## src/rtl/i2c_status_reader.sv

```systemverilog
`timescale 1ns/1ps
module i2c_status_reader #(
  parameter logic [6:0] DEV_ADDR = 7'b1100000
) (
  input  logic       clk,
  input  logic       rst_n,
  input  logic       scl_in,
  input  logic       sda_in,
  input  logic [7:0] stat_first,
  input  logic [7:0] stat_second,
  output logic       sda_oe
);

  localparam logic [7:0] RD_BYTE = {DEV_ADDR, 1'b1};

  typedef enum logic [2:0] {S_IDLE, S_ADDR, S_AACK, S_SEND, S_MACK, S_WAIT} state_t;

  logic [1:0]  scl_sy, sda_sy;
  logic        scl_q, sda_q;
  state_t      state;
  logic [3:0]  cnt;
  logic [7:0]  sh;
  logic [15:0] shadow;
  logic        sel, mack;

  always_ff @(posedge clk or negedge rst_n)
    if (!rst_n) begin
      scl_sy <= 2'b11;
      sda_sy <= 2'b11;
      scl_q  <= 1'b1;
      sda_q  <= 1'b1;
    end else begin
      scl_sy <= {scl_sy[0], scl_in};
      sda_sy <= {sda_sy[0], sda_in};
      scl_q  <= scl_sy[1];
      sda_q  <= sda_sy[1];
    end

  wire scl_s    = scl_sy[1];
  wire sda_s    = sda_sy[1];
  wire scl_rise = scl_s & ~scl_q;
  wire scl_fall = ~scl_s & scl_q;
  wire start_c  = scl_s & scl_q & sda_q & ~sda_s;
  wire stop_c   = scl_s & scl_q & ~sda_q & sda_s;

  wire [7:0] cur     = sel ? shadow[7:0] : shadow[15:8];
  wire [2:0] nxt_idx = 3'd6 - cnt[2:0];
  wire       hit     = (sh == RD_BYTE);

  always_ff @(posedge clk or negedge rst_n)
    if (!rst_n) begin
      state  <= S_IDLE;
      cnt    <= '0;
      sh     <= '0;
      shadow <= '0;
      sel    <= 1'b0;
      mack   <= 1'b0;
      sda_oe <= 1'b0;
    end else if (start_c) begin
      state  <= S_ADDR;
      cnt    <= '0;
      sda_oe <= 1'b0;
    end else if (stop_c) begin
      state  <= S_IDLE;
      cnt    <= '0;
      sda_oe <= 1'b0;
    end else begin
      case (state)
        S_ADDR: begin
          if (scl_rise && cnt < 4'd8) begin
            sh  <= {sh[6:0], sda_s};
            cnt <= cnt + 4'd1;
          end else if (scl_fall && cnt == 4'd8) begin
            if (hit) begin
              state  <= S_AACK;
              sda_oe <= 1'b1;
              shadow <= {stat_first, stat_second};
            end else begin
              state  <= S_WAIT;
            end
          end
        end
        S_AACK: if (scl_fall) begin
          state  <= S_SEND;
          cnt    <= '0;
          sel    <= 1'b0;
          sda_oe <= ~shadow[15];
        end
        S_SEND: if (scl_fall) begin
          if (cnt == 4'd7) begin
            state  <= S_MACK;
            sda_oe <= 1'b0;
          end else begin
            cnt    <= cnt + 4'd1;
            sda_oe <= ~cur[nxt_idx];
          end
        end
        S_MACK: begin
          if (scl_rise) mack <= ~sda_s;
          else if (scl_fall) begin
            if (mack && !sel) begin
              state  <= S_SEND;
              sel    <= 1'b1;
              cnt    <= '0;
              sda_oe <= ~shadow[7];
            end else begin
              state  <= S_WAIT;
              sda_oe <= 1'b0;
            end
          end
        end
        default: sda_oe <= 1'b0;
      endcase
    end

  assert_drive_only_scl_low_R8: assert property (@(posedge clk) disable iff (!rst_n)
    $rose(sda_oe) |-> !scl_s);

  assert_idle_released_R10: assert property (@(posedge clk) disable iff (!rst_n)
    (state == S_IDLE) |-> !sda_oe);

  assert_released_after_byte_R6: assert property (@(posedge clk) disable iff (!rst_n)
    (state == S_MACK || state == S_WAIT) |-> !sda_oe);

  assert_stop_after_second_R7: assert property (@(posedge clk) disable iff (!rst_n)
    (state == S_MACK && sel && scl_fall && !start_c && !stop_c) |=> (state == S_WAIT));

  assert_miss_silent_R3: assert property (@(posedge clk) disable iff (!rst_n)
    (state == S_ADDR && scl_fall && cnt == 4'd8 && !hit) |=> (state == S_WAIT && !sda_oe));

  assert_start_restarts_R9: assert property (@(posedge clk) disable iff (!rst_n)
    start_c |=> (state == S_ADDR && cnt == 4'd0 && !sda_oe));

endmodule

```

## config.mk

```make
export PLATFORM = sky130hd
export DESIGN_NAME = i2c_status_reader
export DESIGN_NICKNAME = d
export VERILOG_FILES = /design/src/rtl/i2c_status_reader.sv
export SDC_FILE = /design/constraint.sdc
export NUM_CORES = 1
export LEC_CHECK = 0
export ABC_AREA = 1
export BUFFER_PORTS_ARGS = -buffer_cell sky130_fd_sc_hd__buf_4
export CAP_MARGIN = 40
export CORE_ASPECT_RATIO = 1.4
export CORE_MARGIN = 10
export CORE_UTILIZATION = 35
export CTS_CLUSTER_SIZE = 10
export DETAILED_ROUTE_END_ITERATION = 8
export MAX_ROUTING_LAYER = met4
export PLACE_DENSITY_LB_ADDON = 0.08
export SYNTH_ARGS = -nofsm -noshare
export SYNTH_HDL_FRONTEND = slang
export SYNTH_SLANG_ARGS = --single-unit
export TNS_END_PERCENT = 30
```

## constraint.sdc

```tcl
create_clock -name clk -period 1.6 [get_ports clk]
set_input_delay 0.4 -clock clk [delete_from_list [all_inputs] [get_ports clk]]
set_output_delay 0.4 -clock clk [all_outputs]
set_load 0.02 [all_outputs]
```

; Yosys cells after proc, flatten, opt, wreduce, memory -nomap -nowiden
; Cells that the tools add are included.
[totals]
regBits = 40
inputBits = 20
out_inout_bits = 1
elab_cells = 109
[op_classes]
n_addsub = 2
magnitude_cmp = 2
n_eq_ne = 22
muxes = 42
bitwise = 17
n_reduce_logical = 13
[op_table]
columns = operator, n
row1 = "!= test 4 bit, second input constant", 11
row2 = two-way mux 4 bit, 9
row3 = two-way mux 3 bit, 11
row4 = two-way mux 1 bit, 16
row5 = case mux 4 bit (4 select lines), 1
row6 = AND reduction 8 bit, 2
row7 = AND reduction 7 bit, 2
row8 = case mux 3 bit (4 select lines), 1
row9 = inverter 1 bit, 10
row10 = "== test 8 bit, second input constant", 1
row11 = two-way mux 8 bit, 1
row12 = "!= test 2 bit, second input constant", 4
row13 = AND reduction 4 bit, 2
row14 = bitwise AND 1 bit, 7
row15 = "== test 3 x 2 -> 1 bit, second input constant", 2
row16 = AND reduction 6 bit, 1
row17 = nonzero test 6 bit, 1
row18 = "adder 4 x 1 -> 4 bit, second input constant", 1
row19 = "== test 4 x 3 -> 1 bit, second input constant", 1
row20 = "== test 4 bit, second input constant", 1
row21 = "< comparator 3 x 4 -> 1 bit, second input constant", 1
row22 = "< comparator 4 bit, second input constant", 1
row23 = case mux 1 bit (4 select lines), 1
row24 = binary-select mux 1 bit (select 3 bit), 1
row25 = 7 further kinds, 9

; Depth between registers and ports, before layout
[depth]
ltp_word = 9
ltp_mapped = 10
depth_no_buf = 10

; Worst setup path before layout
; OpenSTA, ideal clock, no wires.
[synth_timing]
kind = register to register
startpoint = register scl_sy[1]
endpoint = register sh[3]
setup_time_ns = 0.125
arrival_time_ns = 1.329
required_ns = 1.475
setup_slack_ns = 0.147
path_stages_with_launch = 8
n_path_buf = 0
period_less_slack_ns = 1.453
path_cell_list = dfstp_2 nand2_1 inv_2 nand3_2 nand2_4 nor2_4 nand2_2 mux2_2
[synth_between]
elab_chain_len = 5
elab_cells_between_ends = 10
cone_classes = bitwise: 8 / reduce/logical: 2
[synth_rtl]
columns = item, line_no
row1 = "start, declared", 18  ; logic [1:0] scl_sy, sda_sy;
row2 = "start signal, assigned", 33  ; scl_sy <= {scl_sy[0], scl_in};
row3 = bitwise AND 1 bit, "43, 44"
row4 = "bitwise AND 1 bit, on equally long branches (2 in a row)", "44, 43"
row5 = inverter 1 bit (no source line), -
row6 = AND reduction 4 bit (no source line) (*), -
row7 = "end signal, assigned", 71  ; sh <= {sh[6:0], sda_s};
row8 = "end, declared", 22  ; logic [7:0] sh;
; Mark *: on every way between the ends. The rest lies on a longest branch, timed or not.
; A chain may end at the register's enable or synchronous reset.

; Final worst setup path
[layout_timing]
startpoint = register sda_sy[1]
endpoint = register state[0]
[layout_between]
elab_chain_len = 4
elab_cells_between_ends = 14
cone_classes = eq/ne: 7 / mux: 2 / bitwise: 3 / reduce/logical: 2
[layout_rtl]
columns = item, line_no
row1 = "start, declared", 18
row2 = "start signal, assigned", 34  ; sda_sy <= {sda_sy[0], sda_in};
row3 = inverter 1 bit, 43  ; wire start_c = scl_s & scl_q & sda_q & ~sda_s;
row4 = bitwise AND 1 bit, 43
row5 = != test 4 bit (no source line) or nonzero test 6 bit (tied branches), -
row6 = AND reduction 8 bit (no source line), -
row7 = "end signal, assigned", 52  ; state <= S_IDLE;
row8 = "end signal, assigned", 60  ; state <= S_ADDR;
row9 = "end signal, assigned", 64  ; state <= S_IDLE;
row10 = "end, declared", 20  ; state_t state;
; Parallel ways exist; a longest one is shown, timed or not.

==> impl_results.md <==
- Outcome: finished clean
- Peak VDD IR: 0.000726 V
- Vias: 1662
- Seq/Total Area, Yosys: 0.499
- Clock H-tree levels: 2
- Buffers on Ports: 20
- Crit path kind: register to register
- Vias in the first global route: 1742
- Row count: 32
- Synth area leaders: dfrtp_1, nand2_1, dfstp_2
- Crit end category: register
- Power Total: 3.72 mW
- # IOs: 21
- Synth Net Count: 266
- #FFs+latches synth: 40
- Worst-path clk slew: 0.08 ns
- CP most frequent cell: nand3_4
- Slew @ Worst Pin: 0.504 ns
- Storage element area: 0.00101 mm²
- Max incr delay on CP: 0.57 ns
- Hold Fails Final Rpt: 0
- CTS tree: done
- Drt total wl: 4530 µm
- Setup violators final: 0
- Largest family of logic cells by synthesized area: simple AND/OR/NAND/NOR gates
- Max-slew violations: 0
- Largest net degree at the start of global routing: 41
- Synthesized area per cell: 8.28 µm²
- Number of synthesized flops with an enable pin: 0
- CP arrival: 1.70 ns
- CORE AREA: 0.00557 mm²
- Deepest clock path buffer count: 2
- Diodes inserted: 0
- Max Clk Rate: 654 MHz
- Die height: 110 µm
- Antenna violations before repair: 0
- Period utilization: 0.956
- Worst-skew pair later-pin latency: 0.29 ns
- Worst min path class: input port to async pin
- DRT Pass-1 Iters: 4
- Top-area cell type share of the netlist area: 0.421
- Mapped Cells: 244
- Synth warn: 0
- Sink Count: 40
- First-pass GRT wire length: 7870 µm
- CTS Buf Count: 5
- Fin crit period: 1.53 ns
- RD Place Congestion: 0.835
- Dpl hpwl: 3320 µm
- Rel. slew slack: 0.664
- Clk_skew: 0.00701 ns
- Clock root cell: clkbuf_8
- Multi-input gate area: 870 µm²
- Post-synth cell types: 29
- Synth Area in Compound Gates: 0.103
- 1st-iter DRT viols: 48
- Startpoint Class: register
- Pleak: 1.27 nW
- Mux contribution to synthesized area: 0.0112
- Crit-path cells: buf_4, nand3_4, nand2_4, inv_2, a21oi_4, nand3_4, nand2_1, o21ai_1
- GRT Total Usage: 0.106
- Gr ovfl total: 0
- Die Wd: 84.2 µm
- Syn-to-layout area delta: 22.1%
- Adder-Cell Fraction of Synth Area: 0.0124
- CP Max Fanout: 9
- Required time worst endpoint: 1.77 ns
- Initial Util: 0.363
- Synth Area in Simple Gates: 0.275
- Layout Cells excl Fill: 347
- FFs w/ async S/R, synth: 1.00
- Post-Synth XOR/XNOR Area: 0.00867
- Fillers: 577
- Die area: 0.00925 mm²
- Vias per cell: 4.79
- Pwr/cell area: 1510 mW/mm²
- Setup TNS: 0 ns
- Routed Antenna Nets: 0
- Area leader, netlist: dfrtp_1
- Placed cells: 334
- Primary FF master, synth: dfrtp_1
- Max Cap Violations: 0
- Layout cell share with drive strength beyond 1: 0.244
- CTS Hold Buffers Added: 0
- Drt drc: 0
- RSZ-0062 raised after global routing: true
- Routed len/inst: 13.1 µm
- Final nets: 300
- Worst path slowest cell: dfstp_2
- Syn Std Cell Area: 0.00202 mm²
==> cells in the mapped netlist (2+ instances only) <==
| cell | n |
|---|---|
| nand2_2 | 2 |
| o21ai_0 | 4 |
| inv_2 | 7 |
| nor2_1 | 29 |
| dfstp_2 | 6 |
| mux2_2 | 2 |
| o21ai_1 | 13 |
| nand3_1 | 26 |
| dfrtp_1 | 34 |
| ha_1 | 2 |
| inv_1 | 29 |
| buf_6 | 3 |
| a21oi_1 | 19 |
| nand3_2 | 4 |
| nor3_1 | 2 |
| nand2_1 | 48 |
| a31oi_1 | 2 |
==> layout by cell type, fill, tap and decap left out, types with 4 or more instances in the layout <==
| cell type | instances |
|---|---|
| buf_4 | 29 |
| inv_1 | 29 |
| o21ai_1 | 12 |
| clkbuf_8 | 6 |
| nor2_1 | 28 |
| a21oi_1 | 19 |
| dfrtp_1 | 34 |
| nand3_1 | 26 |
| o21ai_0 | 4 |
| dfstp_2 | 6 |
| inv_2 | 7 |
| nand2_1 | 48 |
==> power breakdown <==
group / switching [mW] / internal (mW)
sequential: 0.173 / 1.24
clock: 0.348 / 0.350
combinational: 0.966 / 0.637
total: 1.49 / 2.23
==> stage by stage <==
step	utilization	worst slack, ns	cell area (µm²)	hold slack, ns
floorplan	-	0.147	2020	0.104
global placement	0.408	0.0265	2270	0.347
detailed placement	0.408	0.0466	2270	0.347
CTS	0.425	0.0290	2370	0.0901
global route	0.443	-0.0545	2470	0.0992
finish	0.443	0.0700	2470	0.0708
==> worst paths after layout <==
kind / endpoint / start / slack (ns) / cells after the start
min in group clk: scl_sy[0] / scl_in / 0.21 / 1
setup / recovery: state[0] / sda_sy[1] / 0.07 / 8
max in group asynchronous: scl_q / rst_n / 1.16 / 1
hold reg to reg: sda_sy[1] / sda_sy[0] / 0.36 / 0
hold / removal: sh[2] / rst_n / 0.07 / 1
setup reg to reg: state[0] / sda_sy[1] / 0.07 / 8
==> per-layer routing <==
metal,GRT usage,share of wire,up-vias,routed length (µm)
li1,-,-,849,-
met1,0.107,0.42,776,1880
met2,0.194,0.54,28,2460
met3,0.0244,0.024,9,109
met4,0.0396,0.017,0,76
met5,-,0,-,0
==> worst max-delay path: cells and delay by family (launching register included) <==
family / cells / cell delay, ns
AOI/OAI and AO/OA: 2 / 0.24
DFF: 1 / 0.57
and+or+nand+nor: 4 / 0.38
buffers and inverters: 2 / 0.23
==> registers in the layout (all words and copies together), names as in the netlist <==
name and cells:
sda_oe 1, scl_q 1, sda_sy 2, scl_sy 2, sda_q 1, shadow 16
cnt 4, sel 1, mack 1, sh 8, state 3
==> layout make-up <==
class / count / area share
flip-flops and latches: 40 / 0.409
multi-input cells: 163 / 0.353
repair buffers: 32 / 0.111
inverters: 36 / 0.0548
clock buffers: 7 / 0.0350
well taps: 68 / 0.0345
clock inverters: 1 / 0.00304
==> repair_timing <==
item,4_1_cts,5_1_grt
gates resized for setup,0,8
endpoints found under the setup margin,0,27
buffers inserted,0,4
==> cells by family (layout without fill, tap and decap cells) <==
logic type | after synthesis | after routing
compound gates | 39 | 39
simple gates | 118 | 118
xor+xnor | 2 | 2
fa+ha+maj | 2 | 2
buf+inv | 41 | 76
mux | 2 | 2
flops | 40 | 40
(Power assumes the default switching activity.)
